==> src/rtl/slt_pkg.sv <==
package slt_pkg;
    typedef enum logic {
        CHK_LOAD    = 1'b0,
        CHK_RECOVER = 1'b1
    } chk_kind_e;

    typedef struct packed {
        logic done;
        logic hit;
        logic reload;
        logic recover;
    } chk_resp_t;
endpackage

==> src/rtl/slt_cam.sv <==
module slt_cam #(
    parameter int N     = 16,
    parameter int KEY_W = 8
) (
    input  logic [N-1:0]       valid_i,
    input  logic [N*KEY_W-1:0] keys_i,
    input  logic [KEY_W-1:0]   probe_i,
    output logic [N-1:0]       hit_o
);
    for (genvar g = 0; g < N; g++) begin : g_cmp
        assign hit_o[g] = valid_i[g] && (keys_i[g*KEY_W +: KEY_W] == probe_i);
    end
endmodule

==> src/rtl/slt_enc.sv <==
module slt_enc #(
    parameter int N     = 16,
    parameter int IDX_W = 4
) (
    input  logic [N-1:0]     onehot_i,
    output logic [IDX_W-1:0] idx_o
);
    always_comb begin
        idx_o = '0;
        for (int i = 0; i < N; i++) begin
            if (onehot_i[i]) idx_o = idx_o | IDX_W'(i);
        end
    end
endmodule

==> src/rtl/spec_load_table.sv <==
module spec_load_table #(
    parameter int ENTRIES = 16,
    parameter int REG_W   = 7,
    parameter int ADDR_W  = 32
) (
    input  logic              clk,
    input  logic              rst_n,
    input  logic              flush_i,
    input  logic              alloc_valid_i,
    input  logic [REG_W-1:0]  alloc_reg_i,
    input  logic [ADDR_W-1:0] alloc_addr_i,
    input  logic              store_valid_i,
    input  logic [ADDR_W-1:0] store_addr_i,
    input  logic              chk_valid_i,
    input  logic              chk_kind_i,
    input  logic [REG_W-1:0]  chk_reg_i,
    output logic              chk_done_o,
    output logic              chk_hit_o,
    output logic              chk_reload_o,
    output logic              chk_recover_o
);
    import slt_pkg::*;

    localparam int GRAN_W = ADDR_W - 3;
    localparam int IDX_W  = (ENTRIES > 1) ? $clog2(ENTRIES) : 1;

    typedef struct packed {
        logic [ENTRIES-1:0]        valid;
        logic [ENTRIES*REG_W-1:0]  regs;
        logic [ENTRIES*GRAN_W-1:0] grans;
        logic [IDX_W-1:0]          ptr;
        chk_resp_t                 resp;
    } state_t;

    state_t s_d, s_q;

    logic [ENTRIES-1:0] alloc_hit, chk_hit, st_hit;
    logic [ENTRIES-1:0] kill, chk_sel, clear, alloc_mask, kill_keep;
    logic [IDX_W-1:0]   alloc_idx, slot;
    logic [GRAN_W-1:0]  st_gran, al_gran;
    chk_kind_e          kind;

    assign st_gran = store_addr_i[ADDR_W-1:3];
    assign al_gran = alloc_addr_i[ADDR_W-1:3];
    assign kind    = chk_kind_e'(chk_kind_i);

    slt_cam #(.N(ENTRIES), .KEY_W(REG_W)) u_cam_alloc (
        .valid_i(s_q.valid), .keys_i(s_q.regs), .probe_i(alloc_reg_i), .hit_o(alloc_hit)
    );
    slt_cam #(.N(ENTRIES), .KEY_W(REG_W)) u_cam_chk (
        .valid_i(s_q.valid), .keys_i(s_q.regs), .probe_i(chk_reg_i), .hit_o(chk_hit)
    );
    slt_cam #(.N(ENTRIES), .KEY_W(GRAN_W)) u_cam_st (
        .valid_i(s_q.valid), .keys_i(s_q.grans), .probe_i(st_gran), .hit_o(st_hit)
    );
    slt_enc #(.N(ENTRIES), .IDX_W(IDX_W)) u_enc (
        .onehot_i(alloc_hit), .idx_o(alloc_idx)
    );

    always_comb begin
        s_d      = s_q;
        s_d.resp = '0;
        kill     = store_valid_i ? st_hit : '0;
        chk_sel  = chk_hit & ~kill;
        clear    = '0;
        if (chk_valid_i) begin
            s_d.resp.done = 1'b1;
            if (|chk_sel) begin
                s_d.resp.hit = 1'b1;
                if (kind == CHK_LOAD) clear = chk_sel;
            end else if (kind == CHK_LOAD) begin
                s_d.resp.reload = 1'b1;
            end else begin
                s_d.resp.recover = 1'b1;
            end
        end
        s_d.valid  = s_q.valid & ~kill & ~clear;
        slot       = (|alloc_hit) ? alloc_idx : s_q.ptr;
        alloc_mask = '0;
        if (alloc_valid_i) begin
            alloc_mask                          = ENTRIES'(1) << slot;
            s_d.valid                           = s_d.valid | alloc_mask;
            s_d.regs[slot*REG_W +: REG_W]       = alloc_reg_i;
            s_d.grans[slot*GRAN_W +: GRAN_W]    = al_gran;
            if (!(|alloc_hit)) begin
                s_d.ptr = (s_q.ptr == IDX_W'(ENTRIES-1)) ? '0 : s_q.ptr + 1'b1;
            end
        end
        if (flush_i) begin
            s_d.valid = '0;
            s_d.ptr   = '0;
        end
        kill_keep = kill & ~alloc_mask;
    end

    always_ff @(posedge clk) begin
        if (!rst_n) begin
            s_q <= '0;
        end else begin
            s_q <= s_d;
        end
    end

    assign chk_done_o    = s_q.resp.done;
    assign chk_hit_o     = s_q.resp.hit;
    assign chk_reload_o  = s_q.resp.reload;
    assign chk_recover_o = s_q.resp.recover;


    unique_reg_chk: assert property (@(posedge clk) disable iff (!rst_n)
        $onehot0(alloc_hit));


    store_kill_chk: assert property (@(posedge clk) disable iff (!rst_n)
        store_valid_i |=> ((s_q.valid & $past(kill_keep)) == '0));


    flush_empty_chk: assert property (@(posedge clk) disable iff (!rst_n)
        flush_i |=> (s_q.valid == '0));


    resp_onehot_chk: assert property (@(posedge clk) disable iff (!rst_n)
        chk_done_o |-> ($countones({chk_hit_o, chk_reload_o, chk_recover_o}) == 1));


    resp_idle_chk: assert property (@(posedge clk) disable iff (!rst_n)
        !chk_done_o |-> !(chk_hit_o || chk_reload_o || chk_recover_o));


    resp_follows_chk: assert property (@(posedge clk) disable iff (!rst_n)
        chk_valid_i |=> chk_done_o);
endmodule

==> config.mk <==
export PLATFORM = sky130hd
export DESIGN_NAME = spec_load_table
export DESIGN_NICKNAME = d
export VERILOG_FILES = /design/src/rtl/slt_pkg.sv /design/src/rtl/slt_cam.sv /design/src/rtl/slt_enc.sv /design/src/rtl/spec_load_table.sv
export SDC_FILE = /design/constraint.sdc
export NUM_CORES = 2
export LEC_CHECK = 0
export ABC_AREA = 1
export CORE_MARGIN = 2
export CORE_UTILIZATION = 55
export CTS_CLUSTER_DIAMETER = 100
export CTS_CLUSTER_SIZE = 10
export DETAILED_ROUTE_END_ITERATION = 16
export PLACE_DENSITY = 0.72
export SYNTH_ARGS = -nofsm -noshare
export SYNTH_HDL_FRONTEND = slang
export SYNTH_SLANG_ARGS = --single-unit
export TNS_END_PERCENT = 30
==> constraint.sdc <==
create_clock -name clk -period 5.07 [get_ports clk]
set_input_delay 1.014 -clock clk [delete_from_list [all_inputs] [get_ports clk]]
set_output_delay 1.014 -clock clk [all_outputs]
set_load 0.01 [all_outputs]
==> results.md <==
* Status: complete, no violations
* Slowest Stage Delay on Critical Path at 500 ps
* Total routed wirelength at between 100000 and 150000 µm
* Num ports at 89
* First-pass GRT wire length at 203000 µm
* Routed wl met3 at roughly 20000 µm
* Final Cycle Share at 91.7%
* Cell family with most CP delay: simple AND/OR/NAND/NOR gates
* Mux cell area share after synthesis at 0%
* H-Tree Depth at 3
* Core area at roughly 61000 µm²
* Post-Syn Nets at 5558
* Worst-path clk slew at about 50 ps
* Async SR Flop Fraction at 0%
* Hold slack final at between 400 and 500 ps
* Complex-gate fraction of the synthesized area at 12.5%
* Share of cells above drive strength 1 at 6.15%
* Required time of the critical path at around 5600 ps
* Grt total ovfl at 0
* Final WS setup at about 420 ps
* Max Cap Violations at 0
* DRT met1 WL at about 54000 µm
* CP Launch Type: input port
* Via-to-Cell Ratio at between 5 and 6
* Worst EP arrival at just over 5000 ps
* DRT Pass-1 Iters at 8
* Number of flops mapped to enable cells by yosys at 0
* Initial antenna violation count at 4
* Num CTS Buffers at 69
* Crit path max fanout at 23
* Distinct cell type count of the synthesized netlist at 42
* ANT nets after route at 0
* IO buf count at 82
* Syn Inst Count at roughly 5500
* Worst hold path class: reg2reg
* Final Util at between 60% and 70%
* Largest family of logic cells by synthesized area: simple AND/OR/NAND/NOR gates
* Setup Fix Bufs, Post-CTS at 0
* # fillers at about 5900
* CTS resizes at 0
* Starting DRT DRC Count at 5465
* Setup Skew at 34.4 ps
* Max Root-Sink Buffers at 3
* Worst Path Class, Setup: in2reg
* Root Driver: clkbuf_16
* CTS tree: yes
* Residual DRC at 0
* Ys Warns at 0
* HPWL after DPL at 93200 µm
* CTS Sinks at 600
* Die X at 253 µm
* Footprint of the multi-input gates at around 18000 µm²
* Row cnt at 91
* Fraction of the mapped netlist area in adder cells at 0.294%
* Routed length on met2 at about 56000 µm
* Fin. max-slew vios at 0
* Static leakage at about 0.017 µW
* CP Cell Sequence: clkdlybuf4s50_1 > inv_4 > nand2_1 > o21ai_1 > nor2_1 > nand2_1 > nor2_1 > nor2_1 > nand2_1 > nor2_4 > nand3_1 > nand2_1 > inv_1 > ha_1 > ha_4 > inv_2 > nand2_1 > nor2_2 > buf_4 > nand3_1 > and3_1
* Nets at around 5600
* Power Density at around 290 nW/µm²
* RSZ-0062 raised after global routing: false
* Sequential fraction of the synthesis area at between 30% and 40%
* Final setup violating endpoints at 0
* Placed insts at between 6000 and 7000
* Post-place setup slack at -49.2 ps
* Vias in the first global route at approximately 33000
* Area Growth Syn to Fin at 11.7%
* Layout Cells excl Fill at about 6300
* Final worst path period need at approximately 4700 ps
* Synth Area in Simple Gates at between 30% and 40%
* GRT Total Usage at 42.5%
* Largest net degree at the start of global routing at around 210
* Routed length per instance at 22.2 µm
* Critical Path Sink Type: flip-flop
* DR top layer: met5
* Register area at between 10000 and 15000 µm²
* Worst path bufs/invs at 5
* Die height at 253 µm
* Clk_lat worst skew at about 630 ps
* Routed vias at roughly 37000
* Average size of a mapped cell at 6.22 µm²
* RePlAce Congestion at roughly 1.0
* Max VDD drop at around 0.00026 V
* Hold-fix buffers, CTS at 0
* Slew @ Worst Pin at between 1000 and 1500 ps
* Critical-path top delay cell: clkdlybuf4s50_1
* Crit-path most repeated cell: nand2_1
* Full die area at 63800 µm²
* Synthesized area at ~34000 µm²
* Initial Util at between 50% and 60%
* Slew Limit Headroom at 21.8%
* XOR/XNOR Fraction of Synth Area at 5.08%
* Primary FF master, synth: dfxtp_1
* Yosys reg bits at 600
* Final hold violation count at 0
* Max Fclk at 215 MHz
cell families after synthesis:
logic type | count (synthesis)
adder cells (fa/ha/maj) | 8
AND/OR/NAND/NOR | 2908
AO/OA/AOI/OAI | 775
buffers and inverters | 977
XOR/XNOR | 197
flip-flops | 600
cells in the mapped netlist, types with 3 or more instances:
cell | instances | area share, %
nor2_2 | 3 | 0.055
buf_4 | 25 | 0.55
nor2_1 | 926 | 10
a21oi_1 | 332 | 4.9
clkbuf_1 | 193 | 2.1
a211oi_1 | 8 | 0.18
nand3_2 | 5 | 0.15
xor2_1 | 129 | 3.3
nor2_4 | 5 | 0.17
dfxtp_1 | 600 | 35
clkinv_1 | 11 | 0.12
o221ai_1 | 5 | 0.13
o211ai_1 | 17 | 0.38
nand4_1 | 157 | 2.9
ha_1 | 8 | 0.29
xnor2_1 | 68 | 1.8
inv_2 | 7 | 0.077
o21ai_1 | 18 | 0.26
buf_6 | 13 | 0.43
inv_1 | 606 | 6.7
nor4_1 | 24 | 0.44
or2_2 | 14 | 0.26
nand2_1 | 1458 | 16
and3_1 | 24 | 0.44
buf_2 | 87 | 1.3
nor3_1 | 90 | 1.3
buf_1 | 33 | 0.36
o21ai_0 | 229 | 3.4
o2111ai_1 | 26 | 0.67
a221oi_1 | 4 | 0.10
nand2_2 | 4 | 0.074
o21bai_1 | 5 | 0.11
nand3_1 | 191 | 2.8
o22ai_1 | 129 | 2.4
worst min-delay path: stages, from the launching register on:
cell	delay, ps
dfxtp_1	310
inv_1	50
a21oi_1	50
where the power goes:
part / total, µW / switching (µW) / internal [µW] / leakage (µW)
clock network: 4540 / 2030 / 2500 / 0.000908
logic: 1490 / 1070 / 425 / 0.0114
registers: 4830 / 47.2 / 4790 / 0.00484
final timing paths:
path	from	to	slack (ps)	depth (start not counted)
max	alloc_reg_i[3]	flip-flop	420	21
min reg2reg	flip-flop	flip-flop	460	2
max reg2reg	flip-flop	flip-flop	1220	19
min	flip-flop	flip-flop	460	2
layout by cell type (no fill, tap or decap), types with 4 or more instances in the layout:
cell                n
nand4_1           157
o221ai_1            5
diode_2             5
buf_12             29
xnor2_1            68
buf_4             176
o21ai_0           229
nor2_1            924
inv_1             605
nand2_2            12
o2111ai_1          26
dfxtp_1           600
or2_2              14
xor2_1            129
nand2_1          1450
nor3_1             90
inv_2               7
a211oi_1            8
a221oi_1            4
nand3_2             5
nand3_1           191
a21oi_1           332
clkdlybuf4s50_1    81
and3_1             24
o21bai_1            5
clkinv_1           11
o21ai_1            18
clkbuf_16          72
nor2_4              5
o211ai_1           17
o22ai_1           129
ha_1                7
nor2_2              5
nor4_1             24
metal layers:
layer	up-vias	track usage, %
met5	-	0
met4	2	24.4
met3	533	13.1
met2	2434	60.4
met1	16700	56.8
li1	17200	-
final cells by class:
cell class	count	share of cell area, %
diodes	5	0.0329
clock buffers	72	4.74
clock inverters	4	0.112
inverters	626	6.20
multi-input cells	3888	47.5
flip-flops and latches	600	31.6
well taps	790	2.60
repair buffers	287	7.18
stage by stage:
stage | instance area, µm² | power, µW | setup TNS [ps]
finish | 38000 | 10900 | 0
global route | 38000 | 11100 | 0
CTS | 38000 | 10800 | 0
detailed placement | 36100 | 6340 | -320
global placement | 36100 | 6340 | 0
floorplan | 34000 | 5730 | 0
Note: power is estimated with default switching activity, not from simulation.
